$ cat src/rtl/pacc_pkg.sv
package pacc_pkg;

    localparam int CTRL_W = 8;
    localparam logic [1:0] A_CTRL  = 2'd0;
    localparam logic [1:0] A_FLAGS = 2'd1;
    localparam logic [1:0] A_COUNT = 2'd2;

    // Packed control word: the first field is the MSB (bit 7).
    typedef struct packed {
        logic hit_ie;
        logic ovf_ie;
        logic fast_clr;
        logic sat;
        logic split;
        logic pol;
        logic gated;
        logic en;
    } ctrl_t;

    // Flag word: overflow in bit 1, hit in bit 0.
    typedef struct packed {
        logic ovf;
        logic hit;
    } flags_t;

    // Chooses the rising or falling strobe according to polarity.
    function automatic logic pick_edge(logic pol, logic rise, logic fall);
        return pol ? rise : fall;
    endfunction

endpackage

$ cat src/rtl/pacc_sync.sv
module pacc_sync (
    input  logic clk,
    input  logic rst,
    input  logic pin,
    output logic lvl,
    output logic rise,
    output logic fall
);
    logic s1_q, s2_q, prev_q;

    always_ff @(posedge clk) begin
        if (rst) begin
            s1_q   <= 1'b0;
            s2_q   <= 1'b0;
            prev_q <= 1'b0;
        end else begin
            s1_q   <= pin;
            s2_q   <= s1_q;
            prev_q <= s2_q;
        end
    end

    assign lvl  = s2_q;
    assign rise = s2_q & ~prev_q;
    assign fall = ~s2_q & prev_q;
endmodule

$ cat src/rtl/pacc_counter.sv
module pacc_counter #(
    parameter int CNT_W = 16
) (
    input  logic             clk,
    input  logic             rst,
    input  logic             inc,
    input  logic             split,
    input  logic             sat,
    input  logic             load,
    input  logic [CNT_W-1:0] load_val,
    output logic [CNT_W-1:0] count,
    output logic             ovf_evt
);
    localparam int HW = CNT_W / 2;

    logic [CNT_W-1:0] count_q, count_d;
    logic [HW-1:0]    hi, lo;

    assign hi = count_q[CNT_W-1:HW];
    assign lo = count_q[HW-1:0];

    always_comb begin
        count_d = count_q;
        ovf_evt = 1'b0;
        if (load) begin
            count_d = load_val;
        end else if (inc) begin
            if (!split) begin
                {ovf_evt, count_d} = {1'b0, count_q} + (CNT_W+1)'(1);
            end else if (hi != {HW{1'b1}}) begin
                count_d = {hi + HW'(1), lo};
            end else begin
                ovf_evt = 1'b1;
                if (!sat) count_d = {{HW{1'b0}}, lo + HW'(1)};
            end
        end
    end

    always_ff @(posedge clk) begin
        if (rst) count_q <= '0;
        else     count_q <= count_d;
    end

    assign count = count_q;

    // a full-width increment from all ones lands on zero
    p_wrap16_r4: assert property (@(posedge clk) disable iff (rst)
        (!split && inc && !load && count_q == {CNT_W{1'b1}}) |=> (count_q == '0));

    // the saturating upper half holds at its maximum
    p_sat_hold_r6: assert property (@(posedge clk) disable iff (rst)
        (split && sat && inc && !load && hi == {HW{1'b1}}) |=> $stable(count_q));
endmodule

$ cat src/rtl/pacc_flags.sv
module pacc_flags
    import pacc_pkg::*;
(
    input  logic   clk,
    input  logic   rst,
    input  logic   fast_clr,
    input  logic   flag_wr,
    input  flags_t flag_wdata,
    input  logic   acc_rd,
    input  logic   acc_wr,
    input  logic   set_ovf,
    input  logic   set_hit,
    input  logic   ovf_ie,
    input  logic   hit_ie,
    output flags_t flags,
    output logic   irq
);
    flags_t flags_q, clr;

    always_comb begin
        if (fast_clr) begin
            clr.ovf = acc_rd | acc_wr;
            clr.hit = acc_rd;
        end else begin
            clr.ovf = flag_wr & flag_wdata.ovf;
            clr.hit = flag_wr & flag_wdata.hit;
        end
    end

    always_ff @(posedge clk) begin
        if (rst) begin
            flags_q <= '0;
        end else begin
            flags_q.ovf <= set_ovf | (flags_q.ovf & ~clr.ovf);
            flags_q.hit <= set_hit | (flags_q.hit & ~clr.hit);
        end
    end

    assign flags = flags_q;
    assign irq   = (flags_q.ovf & ovf_ie) | (flags_q.hit & hit_ie);

    // a set in the same cycle as a clear leaves the flag set
    p_set_wins_ovf_r11: assert property (@(posedge clk) disable iff (rst)
        set_ovf |=> flags_q.ovf);
    p_set_wins_hit_r11: assert property (@(posedge clk) disable iff (rst)
        set_hit |=> flags_q.hit);

    // with fast clearing on, a flag write without a count access changes nothing
    p_fast_blocks_w1c_r8: assert property (@(posedge clk) disable iff (rst)
        (fast_clr && flag_wr && !acc_rd && !acc_wr && !set_ovf && !set_hit)
        |=> $stable(flags_q));
endmodule

$ cat src/rtl/pulse_acc.sv
module pulse_acc
    import pacc_pkg::*;
#(
    parameter int CNT_W  = 16,
    parameter int ADDR_W = 2
) (
    input  logic              clk,
    input  logic              rst,
    input  logic [ADDR_W-1:0] addr,
    input  logic [CNT_W-1:0]  wdata,
    input  logic              wr_en,
    input  logic              rd_en,
    output logic [CNT_W-1:0]  rdata,
    input  logic              pin,
    input  logic              tick_en,
    output logic              irq
);
    ctrl_t            ctrl_q;
    flags_t           flags;
    logic             lvl, rise, fall;
    logic             inc, set_hit, ovf_evt;
    logic             sel_ctrl, sel_flags, sel_count;
    logic [CNT_W-1:0] count;

    assign sel_ctrl  = (addr == ADDR_W'(A_CTRL));
    assign sel_flags = (addr == ADDR_W'(A_FLAGS));
    assign sel_count = (addr == ADDR_W'(A_COUNT));

    always_ff @(posedge clk) begin
        if (rst)                  ctrl_q <= '0;
        else if (wr_en && sel_ctrl) ctrl_q <= ctrl_t'(wdata[CTRL_W-1:0]);
    end

    pacc_sync u_sync (
        .clk (clk),
        .rst (rst),
        .pin (pin),
        .lvl (lvl),
        .rise(rise),
        .fall(fall)
    );

    // Increment source and hit event for the selected mode
    always_comb begin
        if (ctrl_q.gated) begin
            inc     = ctrl_q.en & tick_en & (lvl == ctrl_q.pol);
            set_hit = ctrl_q.en & pick_edge(~ctrl_q.pol, rise, fall);
        end else begin
            inc     = ctrl_q.en & pick_edge(ctrl_q.pol, rise, fall);
            set_hit = inc;
        end
    end

    pacc_counter #(.CNT_W(CNT_W)) u_counter (
        .clk     (clk),
        .rst     (rst),
        .inc     (inc),
        .split   (ctrl_q.split),
        .sat     (ctrl_q.sat),
        .load    (wr_en & sel_count),
        .load_val(wdata),
        .count   (count),
        .ovf_evt (ovf_evt)
    );

    pacc_flags u_flags (
        .clk       (clk),
        .rst       (rst),
        .fast_clr  (ctrl_q.fast_clr),
        .flag_wr   (wr_en & sel_flags),
        .flag_wdata(flags_t'(wdata[1:0])),
        .acc_rd    (rd_en & sel_count),
        .acc_wr    (wr_en & sel_count),
        .set_ovf   (ovf_evt),
        .set_hit   (set_hit),
        .ovf_ie    (ctrl_q.ovf_ie),
        .hit_ie    (ctrl_q.hit_ie),
        .flags     (flags),
        .irq       (irq)
    );

    always_comb begin
        if (sel_ctrl)       rdata = CNT_W'(ctrl_q);
        else if (sel_flags) rdata = CNT_W'(flags);
        else if (sel_count) rdata = count;
        else                rdata = '0;
    end

    // a count write lands regardless of a same-cycle increment
    p_load_wins_r13: assert property (@(posedge clk) disable iff (rst)
        (wr_en && sel_count) |=> (count == $past(wdata)));

    // a disabled block never moves its count
    p_idle_when_off_r12: assert property (@(posedge clk) disable iff (rst)
        (!ctrl_q.en && !(wr_en && sel_count)) |=> $stable(count));
endmodule

$ cat config.mk
export PLATFORM = sky130hd
export DESIGN_NAME = pulse_acc
export DESIGN_NICKNAME = d
export VERILOG_FILES = /design/src/rtl/pacc_pkg.sv /design/src/rtl/pacc_sync.sv /design/src/rtl/pacc_counter.sv /design/src/rtl/pacc_flags.sv /design/src/rtl/pulse_acc.sv
export SDC_FILE = /design/constraint.sdc
export NUM_CORES = 1
export LEC_CHECK = 0
export ABC_AREA = 1
export BUFFER_PORTS_ARGS = -buffer_cell sky130_fd_sc_hd__buf_2
export CAP_MARGIN = 25
export CORE_ASPECT_RATIO = 1.25
export CORE_UTILIZATION = 55
export DETAILED_ROUTE_END_ITERATION = 8
export PLACE_DENSITY = 0.8
export SKIP_LAST_GASP = 1
export SYNTH_ARGS = -nofsm -noshare
export SYNTH_HDL_FRONTEND = slang
export SYNTH_HIERARCHICAL = 1
export SYNTH_SLANG_ARGS = --single-unit
$ cat constraint.sdc
create_clock -name clk -period 2.65 [get_ports clk]
set_clock_uncertainty 0.2 [all_clocks]
set_input_delay 0.53 -clock clk [delete_from_list [all_inputs] [get_ports clk]]
set_output_delay 0.53 -clock clk [all_outputs]
set_load 0.02 [all_outputs]
==> flow_summary.toml <==
[run_status]
status = "finished clean"

[sta]
hold_violations = 0
setup_viol = 0
layout_min_cycle_time_ns = 2.182
fin_crit_sh_pct = 82.34
max_slew_margin_pct = 68.63
tns_ns = 0
worst_pin_slew_ns = 0.4695
rsz0062_at_grt = "no"
fmax_ghz = 0.4583
drv_slew = 0
fin_hold_ws_ns = 0.2094

[yosys]
synth_area_leaders = "dfxtp_1 26%, nand2_1 18%, inv_1 10%, nor2_1 8.6%, nand3_1 7.9%"
synth_top_area_share_pct = 26.23
yosysTopAreaCell = "dfxtp_1"
yosysWarningCount = 6
synth.avg_cell_area_um2 = 5.825
syn_nets = 406
yosysUniqueCellTypes = 32
syn_area_mm2 = 0.002213
synth_compound_area_share_pct = 12.44
synth_edf_count = 0
synth_cells = 380
synth_mux_area_share_pct = 0
synth-adder-area-share_pct = 1.131
synth_top_family_by_area = "simple AND/OR/NAND/NOR gates"
synthSimpleGateAreaFrac_pct = 43.98
yosys.area_share.xor_xnor_pct = 2.374
synthArstFlopShare_pct = 0
ys_seq_area_share_pct = 26.23
ys.flop_type = "dfxtp_1"
synth_seq_cells = 29

[worst_setup_path]
crit_path_cell_trace = "buf_2 -> nor2_4 -> nand2_1 -> nand2_1 -> buf_2"
cp_data_arrival_time_ns = 1.45
cp.required_ns = 1.92
path_max_fanout = 22
crit_type = "in -> out"
start_kind = "primary input"
cp_slowest_cell = "nor2_4"
startpoint = "addr[0]"
crit_path_end_kind = "output pin"
timing.rr.start = "u_counter/count[9]"
slowest_delay_ns = 0.38

[floorplan]
initial_utilization_pct = 58.00
io-pin-count = 41
die_area_mm2 = 0.004284
rows = 25
fp.dieW_um = 58.74
die_h_um = 72.93
core_region_area_mm2 = 0.003816

[grt]
grt-ovfl-total = 0
first_global_vias = 2220
grt_pass1_wl_um = 9501
antenna_found_initial = 0
grtUsageTotal_pct = 28.94
grt_start_max_net_pins = 23

[final_layout]
area_growth_pct = 15.15
regArea_um2 = 580.6
final_layout_size_suffix_gt1_share_pct = 18.78
final_cell_mix = "109 x nand2_1, 59 x inv_1, 51 x nor2_1"
fill_cells = 385
multi_input_area_mm2 = 0.001326
final_core_util_pct = 66.79
nets = 451
antenna_cells = 0
final_common_cell = "nand2_1"

[pwr]
p_leak_uw = 0.001334
power.total_uw = 1006
ir_drop_mv = 0.2775
powerDensity_mw_per_mm2 = 394.9

[detailed_routing]
drtIter0Drc = 136
drtAntennaViolNets = 0
wl_per_cell_um = 12.02
wl_um = 5771
dr_total_vias = 2442
dr.pass1.iters = 4
viasPerCell = 5.088
drc = 0

[worst_hold_path]
hp-class = "reg -> reg"
hp-start = "u_sync/s1_q"

[clock_tree]
clkTransAtPathRegs_ns = 0.06
cts_hold_buf = 0
worstSkewPairLatency_ns = 0.28
cts_tree = "yes"
cts_inserted_buffers = 5
clk_path_buf_depth = 2
cts_sinks = 29
htreeDepth = 2
root_buffer = "clkbuf_8"
post_cts_buffers = 0
ctsResizeCount = 0

[flow_run]
drv_cap = 0

[placement]
numPortBuffers = 40
detailedPlacementHpwl_um = 4344
gp_congestion = 0.9484
registers in the layout, summed over array words and instances, names as in the netlist:
signal	flops
ctrl_q	8
u_sync/s1_q	1
u_counter/count	16
u_sync/lvl	1
u_flags/flags	2
u_sync/prev_q	1
worst paths after layout:
| path | endpoint | slack, ns | cells after the start |
|---|---|---|---|
| worst max-delay path | rdata[5] | 0.47 | 5 |
| worst min-delay path | u_sync/lvl | 0.21 | 2 |
| worst max register to register | u_counter/count[14] | 0.62 | 8 |
| worst min register to register | u_sync/lvl | 0.21 | 2 |
metrics by stage:
stage	instance area, µm²	worst slack (ns)	instances
floorplan	2213	0.4409	380
finish	2549	0.4680	480
detailed placement	2469	0.2283	472
global placement	2469	0.3076	472
global route	2549	0.2865	480
CTS	2549	0.4898	480
cell usage after synthesis (2+ instances only):
library cell  count
nand3_1          35
nor2_4            3
nand2_1         109
inv_2             6
inv_1            59
ha_1              2
nand3_2           4
buf_6             2
nor2_2            7
clkbuf_1          3
xor2_1            4
buf_2             2
nand2_2           4
o21ai_0           8
nand4_1           2
xnor2_1           2
a21oi_1          28
o21ai_1           8
nor2_1           51
dfxtp_1          29
layer usage:
metal,vias to the layer above,wire (µm),global-route usage [%]
met5,-,0,0
met1,1102,2508,33.33
li1,1264,-,-
met2,68,2913,51.52
met4,0,78,11.38
met3,8,270,5.851
worst max-delay path, delay by kind of cell:
family / cells / cell delay (ns)
simple gates: 3 / 0.61
buf+inv: 2 / 0.32
report_power, final:
group	switching (µW)	internal, µW	total [µW]
sequential	24.4	455	479
combinational	111	64.1	175
clock	166	186	353
cell type report:
class | instances | share of cell area [%]
multi-input cells | 277 | 52.04
flip-flops and latches | 29 | 22.78
inverters | 66 | 9.769
repair buffers | 46 | 9.622
clock buffers | 8 | 3.142
well taps | 54 | 2.651
logic make-up after synthesis:
| logic type | Yosys count |
|---|---|
| simple gates | 219 |
| flops | 29 |
| xor+xnor | 6 |
| compound gates | 50 |
| buf+inv | 74 |
| fa+ha+maj | 2 |
(Power assumes the default switching activity.)
